===== src/rtl/tx_dbuf_pkg.sv =====
package tx_dbuf_pkg;
  localparam int CTRL_W    = 8;
  localparam int CTRL_TEIE = 2;
  localparam int CTRL_TE   = 5;
  localparam int CTRL_TIE  = 7;
  localparam int STAT_END  = 2;
  localparam int STAT_EMPTY = 7;

  typedef struct packed {
    logic loadCtrl;
    logic loadHold;
    logic startHeld;
    logic startNew;
  } txStrobes_t;
endpackage


===== src/rtl/tx_dbuf_fsm.sv =====
module tx_dbuf_fsm
  import tx_dbuf_pkg::*;
(
  input  logic              clk,
  input  logic              rstN,
  input  logic              ctrlWrEn,
  input  logic [CTRL_W-1:0] ctrlWrData,
  input  logic              dataWrEn,
  input  logic              frameDone,
  input  logic [CTRL_W-1:0] ctrlReg,
  output txStrobes_t        strobes,
  output logic              emptyQ,
  output logic              endQ,
  output logic              dataIrqQ,
  output logic              endIrqQ
);
  logic [CTRL_W-1:0] effCtrl;
  logic emptyD, endD, endIrqD, pulseD;

  always_comb begin
    effCtrl = ctrlWrEn ? ctrlWrData : ctrlReg;
    emptyD  = emptyQ;
    endD    = endQ;
    endIrqD = endIrqQ;
    pulseD  = 1'b0;
    strobes = '0;
    strobes.loadCtrl = ctrlWrEn;
    strobes.loadHold = dataWrEn;
    // control write comes first
    if (ctrlWrEn) begin
      if (effCtrl[CTRL_TE]) begin
        emptyD = 1'b1;
        endD   = 1'b1;
        if (effCtrl[CTRL_TIE]) pulseD = 1'b1;
      end
      if (!effCtrl[CTRL_TEIE]) endIrqD = 1'b0;
    end
    // then the end of the current frame
    if (frameDone) begin
      if (!emptyD) begin
        strobes.startHeld = 1'b1;
        endD    = 1'b0;
        emptyD  = 1'b1;
        endIrqD = 1'b0;
        if (effCtrl[CTRL_TIE]) pulseD = 1'b1;
      end else begin
        endD = 1'b1;
        if (effCtrl[CTRL_TEIE]) endIrqD = 1'b1;
      end
    end
    // a data write is seen last
    if (dataWrEn) begin
      if (endD) begin
        strobes.startNew = 1'b1;
        endD    = 1'b0;
        emptyD  = 1'b1;
        endIrqD = 1'b0;
        if (effCtrl[CTRL_TIE]) pulseD = 1'b1;
      end else begin
        emptyD = 1'b0;
      end
    end
  end

  always_ff @(posedge clk) begin
    if (!rstN) begin
      emptyQ   <= 1'b1;
      endQ     <= 1'b1;
      dataIrqQ <= 1'b0;
      endIrqQ  <= 1'b0;
    end else begin
      emptyQ   <= emptyD;
      endQ     <= endD;
      dataIrqQ <= pulseD;
      endIrqQ  <= endIrqD;
    end
  end

  // the end interrupt is only ever high while the end flag is high
  p_end_irq_needs_end_r6: assert property (@(posedge clk) disable iff (!rstN)
    endIrqQ |-> endQ);
  // a data interrupt pulse always matches an enabled interrupt bit
  p_tdi_needs_tie_r2: assert property (@(posedge clk) disable iff (!rstN)
    dataIrqQ |-> ctrlReg[CTRL_TIE]);
  // clearing the enable bit drops the end interrupt
  p_teie_off_r8: assert property (@(posedge clk) disable iff (!rstN)
    ctrlWrEn && !ctrlWrData[CTRL_TEIE] |=> !endIrqQ);
endmodule


===== src/rtl/tx_dbuf_dp.sv =====
module tx_dbuf_dp
  import tx_dbuf_pkg::*;
#(
  parameter int DATA_W = 8
) (
  input  logic              clk,
  input  logic              rstN,
  input  txStrobes_t        strobes,
  input  logic [CTRL_W-1:0] ctrlWrData,
  input  logic [DATA_W-1:0] dataWrData,
  output logic [CTRL_W-1:0] ctrlReg,
  output logic [DATA_W-1:0] holdReg,
  output logic              startStrobe,
  output logic [DATA_W-1:0] shiftByte
);
  localparam logic [DATA_W-1:0] HOLD_RST = {DATA_W{1'b1}};

  always_ff @(posedge clk) begin
    if (!rstN) begin
      ctrlReg     <= '0;
      holdReg     <= HOLD_RST;
      startStrobe <= 1'b0;
      shiftByte   <= '0;
    end else begin
      if (strobes.loadCtrl) ctrlReg <= ctrlWrData;
      if (strobes.loadHold) holdReg <= dataWrData;
      startStrobe <= strobes.startHeld | strobes.startNew;
      if (strobes.startHeld)     shiftByte <= holdReg;
      else if (strobes.startNew) shiftByte <= dataWrData;
    end
  end

  // a cycle never starts both the held byte and a fresh byte
  p_one_start_r9: assert property (@(posedge clk) disable iff (!rstN)
    !(strobes.startHeld && strobes.startNew));
endmodule


===== src/rtl/tx_dbuf_ctrl.sv =====
module tx_dbuf_ctrl
  import tx_dbuf_pkg::*;
#(
  parameter int DATA_W = 8
) (
  input  logic              clk,
  input  logic              rstN,
  input  logic              ctrlWrEn,
  input  logic [7:0]        ctrlWrData,
  input  logic              dataWrEn,
  input  logic [DATA_W-1:0] dataWrData,
  input  logic              frameDone,
  output logic [7:0]        ctrlReg,
  output logic [DATA_W-1:0] txDataReg,
  output logic [7:0]        statusReg,
  output logic              startStrobe,
  output logic [DATA_W-1:0] shiftByte,
  output logic              txDataIrq,
  output logic              txEndIrq
);
  txStrobes_t strobes;
  logic emptyQ, endQ;

  tx_dbuf_fsm u_fsm (
    .clk(clk), .rstN(rstN), .ctrlWrEn(ctrlWrEn), .ctrlWrData(ctrlWrData),
    .dataWrEn(dataWrEn), .frameDone(frameDone), .ctrlReg(ctrlReg),
    .strobes(strobes), .emptyQ(emptyQ), .endQ(endQ),
    .dataIrqQ(txDataIrq), .endIrqQ(txEndIrq)
  );

  tx_dbuf_dp #(.DATA_W(DATA_W)) u_dp (
    .clk(clk), .rstN(rstN), .strobes(strobes), .ctrlWrData(ctrlWrData),
    .dataWrData(dataWrData), .ctrlReg(ctrlReg), .holdReg(txDataReg),
    .startStrobe(startStrobe), .shiftByte(shiftByte)
  );

  always_comb begin
    statusReg = '0;
    statusReg[STAT_EMPTY] = emptyQ;
    statusReg[STAT_END]   = endQ;
  end

  // writing while idle starts that very byte next cycle
  p_direct_start_r3: assert property (@(posedge clk) disable iff (!rstN)
    dataWrEn && statusReg[STAT_END] && !frameDone
      |=> startStrobe && (shiftByte == $past(dataWrData)));
  // writing while busy holds the byte without a start
  p_hold_r4: assert property (@(posedge clk) disable iff (!rstN)
    dataWrEn && !statusReg[STAT_END] && !frameDone && !ctrlWrEn
      |=> !startStrobe && !statusReg[STAT_EMPTY]);
endmodule


===== config.mk =====
export PLATFORM = sky130hd
export DESIGN_NAME = tx_dbuf_ctrl
export DESIGN_NICKNAME = d
export VERILOG_FILES = /design/src/rtl/tx_dbuf_pkg.sv /design/src/rtl/tx_dbuf_fsm.sv /design/src/rtl/tx_dbuf_dp.sv /design/src/rtl/tx_dbuf_ctrl.sv
export SDC_FILE = /design/constraint.sdc
export NUM_CORES = 1
export LEC_CHECK = 0
export ABC_CLOCK_PERIOD_IN_PS = 1820
export BUFFER_PORTS_ARGS = -buffer_cell sky130_fd_sc_hd__buf_2
export CAP_MARGIN = 20
export CORE_UTILIZATION = 40
export CTS_CLUSTER_DIAMETER = 40
export CTS_CLUSTER_SIZE = 40
export DETAILED_ROUTE_END_ITERATION = 12
export GPL_ROUTABILITY_DRIVEN = 0
export GPL_TIMING_DRIVEN = 0
export PLACE_DENSITY = 0.69
export SLEW_MARGIN = 20
export SYNTH_ARGS = -nofsm -noshare
export SYNTH_HDL_FRONTEND = slang
export SYNTH_SLANG_ARGS = --single-unit

===== constraint.sdc =====
create_clock -name clk -period 1.82 [get_ports clk]
set_clock_uncertainty 0.05 [all_clocks]
set_input_delay 0.182 -clock clk [delete_from_list [all_inputs] [get_ports clk]]
set_output_delay 0.182 -clock clk [all_outputs]
set_load 0.02 [all_outputs]

; Word-level counts from Yosys, hierarchy flattened
; Cells that the tools add are included.
; W data, S select, Z words.
[totals]
ff_bits = 29
output_inout_bits = 35
elab_cells = 43
input_bits = 21
[op_classes]
bitwise = 1
n_reduce_logical = 1
mux = 32
[op_table]
columns = operator, count
row1 = $mux W1, 29
row2 = $mux W8, 3
row3 = $reduce_bool A2 Y1, 1
row4 = $or A1 B1 Y1, 1

; Depth between registers and ports, before layout
; Gate-level depths: netlist of run 1.
[depth]
ltp_word = 10
depth_mapped = 7
depth_no_buf = 4

; Modules after synthesis
; Synthesis of run 1 repeated with hierarchy kept, for this count alone.
[unflattened]
hier_cells = 123
area_unflattened_um2 = 1338.8
[modules_own_cells]
columns = module, instances, area_each_um2, cells_per_inst, seq_area_each_um2
row1 = tx_dbuf_dp, 1, 1032.2, 88, 500.5
row2 = tx_dbuf_fsm, 1, 242.7, 26, 80.1
row3 = tx_dbuf_ctrl, 1, 63.8, 9, 0.0

; Least setup slack after synthesis of run 1
; Ideal clock, no wire load.
[synth_path]
path_type = input to register
startpoint = in ctrlWrData[5]
endpoint = reg u_dp.startStrobe
setup_ns = 0.113
required_time_ns = 1.657
path_stages = 7
setup_slack_ns = 0.318
arrival_time_ns = 1.339
path_buffers = 3
path_cell_list = and2_1 buf_6 o21a_1 buf_6 or3_4 buf_6 and2_4
[synth_via]
elab_chain_len = 8
elab_cells_between_ends = 12
cone_classes = mux: 11 / bitwise: 1
[synth_lines]
columns = item, line
row1 = from (decl), tx_dbuf_ctrl.sv:9  ; input logic [7:0] ctrlWrData,
row2 = $mux W8 *, n/a
row3 = $mux W1, tx_dbuf_fsm.sv:31  ; if (effCtrl[CTRL_TE]) begin
row4 = $mux W1, tx_dbuf_fsm.sv:30  ; if (ctrlWrEn) begin
row5 = $mux W1, tx_dbuf_fsm.sv:40  ; if (!emptyD) begin
row6 = $mux W1, tx_dbuf_fsm.sv:39  ; if (frameDone) begin
row7 = $mux W1, tx_dbuf_fsm.sv:53  ; if (endD) begin
row8 = $mux W1, tx_dbuf_fsm.sv:52  ; if (dataWrEn) begin
row9 = $or A1 B1 Y1 *, tx_dbuf_dp.sv:27  ; startStrobe <= strobes.startHeld | strobes.startNew;
row10 = to (signal assigned), tx_dbuf_dp.sv:27
row11 = to (decl), tx_dbuf_dp.sv:13  ; output logic startStrobe,
; Mark *: on every way between the ends. The rest lies on a longest branch, timed or not.
; A chain may end at the register's enable or synchronous reset.

; Final worst setup path of run 1
[layout_path]
startpoint = reg u_fsm.emptyQ
endpoint = reg u_dp.shiftByte[0]
[layout_via]
elab_chain_len = 7
elab_cells_between_ends = 10
cone_classes = mux: 9 / reduce/logical: 1
[layout_lines]
columns = item, line
row1 = from (decl), tx_dbuf_fsm.sv:12  ; output logic emptyQ,
row2 = from (signal assigned), tx_dbuf_fsm.sv:72  ; emptyQ <= emptyD;
row3 = $mux W1, tx_dbuf_fsm.sv:31
row4 = $mux W1 *, tx_dbuf_fsm.sv:30
row5 = $mux W1, tx_dbuf_fsm.sv:40
row6 = $mux W1, tx_dbuf_fsm.sv:39
row7 = $mux W1, tx_dbuf_fsm.sv:53
row8 = $mux W1, tx_dbuf_fsm.sv:52
row9 = $reduce_bool A2 Y1 (no source line), n/a
row10 = to (signal assigned), tx_dbuf_dp.sv:28  ; if (strobes.startHeld) shiftByte <= holdReg;
row11 = to (signal assigned), tx_dbuf_dp.sv:29  ; else if (strobes.startNew) shiftByte <= dataWrData;
row12 = to (decl), tx_dbuf_dp.sv:14  ; output logic [DATA_W-1:0] shiftByte
; Marks and branches as above.

==> metrics.yaml, run 1 <==
worst_setup_path:
  crit_type: "reg2reg"
  crit_required_ns: 1.99
  rrSetupSlack_ns: 0.19
  crit_family: "simple AND/OR/NAND/NOR gates"
  worst-path-buf-inv: 1
  rr_startpoint: "u_fsm.emptyQ$_SDFF_PN1_"
  cp-start-kind: "flip-flop"
  r2r_cells: 5
  critPathSlowestCell: "buf_2"
  crit_path_end_kind: "flip-flop"
  critPathMaxFanout: 10
  cp_cell_sequence: "nand2b_1 -> nor2_2 -> buf_2 -> mux2i_1 -> a21oi_1"
  r2r-end: "u_dp.shiftByte[0]$_SDFFE_PN0P_"
  critPathArrivalTime_ns: 1.80
  critPathMaxStageDelay_ns: 0.37
floorplan:
  chipHeight_microns: 58.1
  io_pins: 56
  dieArea_sq_mm: 0.00338
  rows: 20
  initial_core_util_pct: 41.6
  core_sq_mm: 0.00303
  die_w_microns: 58.1
timing:
  rsz0062_at_grt: "no"
  period_share_pct: 89.6
  hold_viol_final: 0
  setup_viol: 0
  drv_slew: 0
  min_period_ns: 1.63
  timing.fmax_mhz: 613
  relSlewSlack_pct: 55.0
  tightest_slew_ns: 0.675
  final.setup.tns_ns: 0
  setup_ws_ns: 0.190
route:
  first_pass_iters: 4
  wirelength_mm: 2.81
  via_count: 1092
  drt_iter0_markers: 30
  wl_per_cell_microns: 12.3
  ant_nets: 0
  viasPerCell: 4.79
  remaining_drc_errors: 0
place:
  dpl.hpwl_mm: 1.97
  port_buffers: 49
  post-place-ws_ns: 0.0826
  placed_cells: 221
  dpl_cell_area_sq_mm: 0.00158
synthesis:
  synth_warnings: 0
  syn_inst: 123
  synth_cell_types: 25
  yosysTopAreaCell: "dfxtp_1"
  syn_area_per_cell_sq_um: 10.2
  ys_seq_area_share_pct: 46.1
  synth-seq-cells: 29
  synthTopCellsByArea: "dfxtp_1 46%, mux2i_1 18%, o41ai_1 5.6%"
  synth.top_cell.area_share_pct: 46.1
  synth_area_sq_mm: 0.00126
cts:
  clk_path_buf_depth: 2
  cts_tree: "done"
  htree_levels: 2
  cts_root_buf: "clkbuf_4"
  hold_buffers: 0
  cts_buffers: 5
  clock-sinks: 29
  clock_latency_ns: 0.33
  post_cts_resized: 0
  cts_setup_buffers: 0
  clk_pin_slew_ns: 0.09
cells_and_area:
  fin_cells: 228
  fin_nets: 205
  nFillCells: 282
  syn2layout_area_growth_pct: 29.7
  post-route-util_pct: 54.0
  design_area_sq_mm: 0.00163
  multi_input_area_sq_um: 568
  drive_above_1_share_pct: 38.6
  diodes: 0
  seq_area_sq_um: 581
grt:
  grt_max_degree: 11
  grt_pass1_wl_mm: 4.65
  antenna_found_initial: 0
  grt_pass1_vias: 1083
  grt_use_total_pct: 18.6
  grt-ovfl-total: 0
power_and_ir_drop:
  p_leak_nw: 0.771
  ir_worst_vdd_mv: 0.406
  powerDensity_mw_per_mm2: 843
worst_hold_path:
  hold_depth: 3
  whs_endpoint: "u_dp.holdReg[0]$_SDFFE_PN1P_"
  hold_path.class: "in2reg"
  min_from: "dataWrData[0]"
flow_run:
  drv_cap: 0
run_status:
  outcome: "completed"
-- registers in the layout, summed over array words and instances (netlist names) --
register,flops
u_dp.shiftByte,8
u_fsm.dataIrqQ,1
u_fsm.emptyQ,1
u_dp.startStrobe,1
u_dp.holdReg,8
u_fsm.endIrqQ,1
u_fsm.endQ,1
u_dp.ctrlReg,8
-- layout make-up --
cell class	count	share of cell area [%]
Clock buffer	7	3.37
Timing Repair Buffer	49	15.0
Inverter	2	0.459
Tap cell	44	3.37
Multi-Input combinational cell	79	34.8
Buffer	18	7.50
Sequential cell	29	35.5
-- logic make-up after synthesis --
group           share of synthesized area (%)
flops                                    46.1
simple gates                             11.6
compound gates                           13.4
mux                                      18.3
buf+inv                                  10.3
other cells                             0.298
-- how the worst max path moves through the flow --
stage	start	to	slack, ns	depth (start not counted)
2_1_floorplan	ctrlWrData[5]	u_dp.startStrobe$_SDFF_PN0_	0.32	7
3_3_place_gp	ctrlWrData[5]	u_dp.shiftByte[7]$_SDFFE_PN0P_	0.15	7
3_5_place_dp	ctrlWrData[5]	u_dp.shiftByte[3]$_SDFFE_PN0P_	0.08	7
4_1_cts	u_fsm.emptyQ$_SDFF_PN1_	u_dp.shiftByte[0]$_SDFFE_PN0P_	0.17	5
5_1_grt	u_fsm.emptyQ$_SDFF_PN1_	u_dp.shiftByte[7]$_SDFFE_PN0P_	0.05	5
6_report	u_fsm.emptyQ$_SDFF_PN1_	u_dp.shiftByte[0]$_SDFFE_PN0P_	0.19	5
-- synthesized netlist by cell type --
cell and number:
inv_1 2, nand2b_1 1, buf_6 3, o21ai_0 2, nor2b_1 8, o21a_1 4
nor2_2 1, nand2_1 8, a21oi_1 8, dfxtp_1 29, buf_2 2, nand3b_1 1
or3_1 1, nor2_1 2, o221ai_1 1, conb_1 1, buf_4 8, o41ai_1 8
mux2i_1 23, and2_1 2, buf_1 1, and2_4 1, a32o_1 1, clkbuf_1 4
or3_4 1
-- layout by cell type (no fill, tap or decap), types with 3 or more instances in the layout --
cell	synthesis	layout
a21oi_1	8	8
buf_2	2	51
buf_4	8	8
buf_6	3	3
clkbuf_1	4	5
clkbuf_4	0	5
conb_1	1	6
dfxtp_1	29	29
mux2i_1	23	23
nand2_1	8	8
nor2b_1	8	8
o21a_1	4	4
o41ai_1	8	8
-- worst register-to-register path: stages, from the launching register on --
cell	delay, ns
dfxtp_1	0.32
nand2b_1	0.16
nor2_2	0.28
buf_2	0.37
mux2i_1	0.25
a21oi_1	0.08
-- where the power goes --
part / leakage (nW) / total (mW) / switching, mW / internal [mW]
registers: 0.240 / 0.702 / 0.0236 / 0.678
clock network: 0.0314 / 0.401 / 0.219 / 0.182
logic: 0.500 / 0.275 / 0.158 / 0.117
-- metrics by stage --
stage / power [mW] / hold slack [ns]
floorplan: 0.899 / 0.261
finish: 1.38 / 0.0278
global placement: 0.982 / 0.361
global route: 1.45 / 0.0280
CTS: 1.40 / 0.0165
detailed placement: 0.991 / 0.370
-- layer usage --
metal | up-vias | global-route usage, % | wire length [microns]
met5 | - | 0 | 0
met2 | 47 | 31.5 | 1360
met3 | 5 | 5.80 | 198
li1 | 539 | - | -
met4 | 0 | 10.9 | 44
met1 | 501 | 20.5 | 1210
Note: power is estimated with default switching activity, not from simulation.
==> run 2: changes to the inputs <==
- ABC_CLOCK_PERIOD_IN_PS: 1820 -> 1300
- PLACE_DENSITY: 0.69 -> 0.71
- clock period: 1.82 -> 1.3 ns (I/O delays scaled with it)
==> metrics.yaml, run 2 (synthesis gave the netlist of run 1 again) <==
cts:
  clock_latency_ns: 0.32
  htree_levels: 2
  cts_buffers: 5
  cts_root_buf: "clkbuf_4"
  cts_tree: "done"
  clk_pin_slew_ns: 0.08
  clk_path_buf_depth: 2
  clock-sinks: 29
grt:
  grt_use_total_pct: 17.9
  grt-ovfl-total: 0
  grt_max_degree: 11
  grt_pass1_wl_mm: 4.42
  antenna_found_initial: 0
  grt_pass1_vias: 1014
worst_setup_path:
  rrSetupSlack_ns: -0.07
  critPathArrivalTime_ns: 1.54
  crit_required_ns: 1.47
  crit_type: "reg2reg"
  cp-start-kind: "flip-flop"
  critPathMaxFanout: 5
  crit_path_end_kind: "flip-flop"
timing:
  hold_viol_final: 0
  min_period_ns: 1.37
  period_share_pct: 105
  setup_ws_ns: -0.0712
  timing.fmax_mhz: 729
  drv_slew: 0
  tightest_slew_ns: 0.669
  finalHoldWorstSlack_ns: 0.0190
  rsz0062_at_grt: "yes"
  setup_viol: 10
  relSlewSlack_pct: 55.4
floorplan:
  io_pins: 56
  die_w_microns: 58.1
  dieArea_sq_mm: 0.00338
  chipHeight_microns: 58.1
  rows: 20
  core_sq_mm: 0.00303
  initial_core_util_pct: 41.6
route:
  remaining_drc_errors: 0
  met2WireLength_mm: 1.36
  top_layer: "met4"
  drt_iter0_markers: 33
  via_count: 1140
  viasPerCell: 4.71
  met1_length_mm: 1.32
  wirelength_mm: 2.91
  ant_nets: 0
  first_pass_iters: 4
  wl_met3_microns: 193
  wl_per_cell_microns: 12.0
cells_and_area:
  drive_above_1_share_pct: 42.4
  diodes: 0
  syn2layout_area_growth_pct: 44.4
  fin_nets: 218
  final_common_cell: "buf_2"
  reg.largest.list: "u_dp.ctrlReg: 8 flops, u_dp.holdReg: 8 flops, u_dp.shiftByte: 8 flops"
  final_cell_mix: "51 x buf_2, 27 x dfxtp_1, 21 x mux2i_1"
  design_area_sq_mm: 0.00182
  nFillCells: 285
power_and_ir_drop:
  p_leak_nw: 0.852
  ir_worst_vdd_mv: 0.850
  powerDensity_mw_per_mm2: 1050
place:
  port_buffers: 49
  dpl_cell_area_sq_mm: 0.00159
  dpl.hpwl_mm: 1.90
flow_run:
  drv_cap: 0
run_status:
  violations: "setup timing"
  outcome: "complete, but fails checks"
worst_hold_path:
  hold_path.class: "in2reg"
[run 2: cell count changes in the layout (fill, tap and decap cells not counted), sizes merged]
cell,delta
buf,+4
clkbuf,+2
dlygate4sd3,+8
[run 2: final cells by class]
| cell class | count | area (sq um) | share of cell area [%] |
|---|---|---|---|
| Buffer | 17 | 121 | 6.67 |
| Sequential cell | 29 | 583 | 32.0 |
| Tap cell | 44 | 55.1 | 3.03 |
| Clock buffer | 8 | 48.8 | 2.68 |
| Multi-Input combinational cell | 79 | 618 | 34.0 |
| Inverter | 2 | 7.51 | 0.413 |
| Timing Repair Buffer | 63 | 385 | 21.2 |
[run 2: worst max-delay path, cell delays in order, from the launching register on]
cell and delay [ns]:
dfxtp_2 0.33, o21a_1 0.20, or3_4 0.41, buf_6 0.14
and2_4 0.14
[run 2: power breakdown]
group | leakage [nW] | switching, mW | internal (mW)
sequential | 0.240 | 0.0360 | 0.950
clock | 0.0265 | 0.292 | 0.215
combinational | 0.586 | 0.232 | 0.193
total | 0.852 | 0.560 | 1.36
[run 2: routing by layer]
| layer | GRT usage, % | up-vias |
|---|---|---|
| li1 | - | 570 |
| met4 | 7.14 | 0 |
| met5 | 0 | - |
| met2 | 30.0 | 45 |
| met3 | 7.14 | 4 |
| met1 | 20.4 | 521 |
[run 2: worst paths after layout]
check | startpoint | end | depth (start not counted)
setup / recovery | u_fsm.endQ$_SDFF_PN1_ | u_dp.startStrobe$_SDFF_PN0_ | 4
hold / removal | ctrlWrData[6] | u_dp.ctrlReg[6]$_SDFFE_PN0P_ | 3
setup reg to reg | u_fsm.endQ$_SDFF_PN1_ | u_dp.startStrobe$_SDFF_PN0_ | 4
hold reg to reg | u_dp.holdReg[2]$_SDFFE_PN1P_ | u_dp.holdReg[2]$_SDFFE_PN1P_ | 2
[run 2: what timing repair did]
item | in CTS | in global routing
setup endpoints to repair | 11 | 11
hold endpoints to repair | 8 | 0
pin swaps | 2 | 4
setup buffers | 4 | 0
hold buffers | 8 | 0
cloned | 1 | 1
gates resized for setup | 4 | 6
[run 2: per-stage QoR]
step,setup TNS [ns],power (mW),setup slack (ns),utilization [%],std cells
after floorplan,-0.710,1.26,-0.144,-,128
after CTS,-0.455,1.93,-0.0910,58.5,242
final,-0.266,1.92,-0.0712,60.1,242
after global routing,-0.840,2.02,-0.109,60.1,242
after detailed placement,-2.69,1.39,-0.301,52.6,221
after global placement,-2.36,1.38,-0.294,52.6,221
==> run 3: changes to the inputs <==
- SKIP_CTS_REPAIR_TIMING: not set -> 1
- SLEW_MARGIN: 20 -> not set
==> metrics.yaml, run 3 (synthesis gave the netlist of run 1 again) <==
route:
  wirelength_mm: 2.82
  drt_iter0_markers: 14
  viasPerCell: 4.70
  first_pass_iters: 4
  wl_per_cell_microns: 11.8
  remaining_drc_errors: 0
  ant_nets: 0
  via_count: 1124
timing:
  finalHoldWorstSlack_ns: -0.0194
  period_share_pct: 111
  tightest_slew_ns: 0.670
  min_period_ns: 1.45
  relSlewSlack_pct: 55.3
  timing.fmax_mhz: 690
  drv_slew: 0
  final.setup.tns_ns: -1.00
  hold_viol_final: 3
  setup_ws_ns: -0.148
  rsz0062_at_grt: "yes"
  setup_viol: 11
floorplan:
  io_pins: 56
  core_sq_mm: 0.00303
  dieArea_sq_mm: 0.00338
  initial_core_util_pct: 41.6
  rows: 20
  chipHeight_microns: 58.1
  die_w_microns: 58.1
run_status:
  outcome: "complete, but fails checks"
  violations: "hold timing, setup timing"
cts:
  cts_buffers: 5
  clock-sinks: 29
  cts_tree: "done"
  clk_pin_slew_ns: 0.09
  clock_latency_ns: 0.33
  htree_levels: 2
  cts_root_buf: "clkbuf_4"
  clk_path_buf_depth: 2
cells_and_area:
  fin_nets: 215
  seq_area_sq_um: 582
  multi_input_area_sq_um: 621
  syn2layout_area_growth_pct: 42.6
  post-route-util_pct: 59.3
  drive_above_1_share_pct: 44.1
  diodes: 0
  fin_cells: 239
  reg.largest.list: "u_dp.ctrlReg: 8 flops, u_dp.holdReg: 8 flops, u_dp.shiftByte: 8 flops"
  final_cell_mix: "50 x buf_2, 28 x dfxtp_1, 22 x mux2i_1"
  nFillCells: 278
  final_common_cell: "buf_2"
place:
  port_buffers: 49
  placed_cells: 221
  dpl.hpwl_mm: 1.90
power_and_ir_drop:
  ir_worst_vdd_mv: 0.784
  p_leak_nw: 0.843
  switching_share_pct: 29.6
  powerDensity_mw_per_mm2: 1080
  power.switching_uw: 575
  finalPower_mw: 1.94
  internal_power_mw: 1.37
  power_frac_comb_pct: 22.5
  seqPwrFrac_pct: 50.8
  power_frac_clock_pct: 26.7
worst_setup_path:
  crit_path_end_kind: "flip-flop"
  rrSetupSlack_ns: -0.15
  critPathMaxFanout: 5
  cp-start-kind: "flip-flop"
  crit_required_ns: 1.48
  critPathArrivalTime_ns: 1.62
  crit_type: "reg2reg"
grt:
  grt_max_degree: 11
  antenna_found_initial: 0
  grt_pass1_vias: 945
  grt-ovfl-total: 0
  grt_use_total_pct: 16.7
  grt_pass1_wl_mm: 4.10
worst_hold_path:
  hold_path.class: "in2reg"
flow_run:
  drv_cap: 0
==> run 3: path summary, 6_finish.rpt <==
| check | to | depth (start not counted) | start |
|---|---|---|---|
| setup / recovery | u_dp.startStrobe$_SDFF_PN0_ | 5 | u_fsm.endQ$_SDFF_PN1_ |
| hold / removal | u_dp.holdReg[6]$_SDFFE_PN1P_ | 3 | dataWrData[6] |
| setup reg to reg | u_dp.startStrobe$_SDFF_PN0_ | 5 | u_fsm.endQ$_SDFF_PN1_ |
| hold reg to reg | u_dp.holdReg[1]$_SDFFE_PN1P_ | 2 | u_dp.holdReg[1]$_SDFFE_PN1P_ |
==> run 3: worst max-delay path: stages (launching register included) <==
cell     delay, ns
dfxtp_2       0.33
o21a_1        0.19
buf_6         0.12
or3_4         0.36
buf_8         0.15
and2_4        0.14
==> run 3: cell type report <==
type	count	share of cell area, %
buffer	18	7.38
tap	44	3.06
multi-input combinational	79	34.5
timing repair buffer	59	19.5
inverter	2	0.418
clock buffer	8	2.72
sequential	29	32.4
==> run 3: per-layer routing <==
metal,wire length (microns),part of all wire (%),GRT usage (%)
met4,44,1.6,7.14
met1,1230,44,19.3
met5,0,0,0
met3,207,7.3,7.14
met2,1340,47,26.9
==> run 3: power groups by stage <==
stage               clock network [mW]  registers (mW)  logic, mW
finish                           0.519           0.986      0.437
global route                     0.572           0.993      0.472
CTS                              0.531           0.983      0.388
detailed placement                   0            1.00      0.387
global placement                     0            1.00      0.379
floorplan                            0            1.07      0.191
==> run 3: through the flow <==
stage,area (sq um),setup slack (ns)
after floorplan,1290,-0.144
after global placement,1590,-0.294
after detailed placement,1590,-0.301
after CTS,1640,-0.174
after global routing,1800,-0.181
final,1800,-0.148
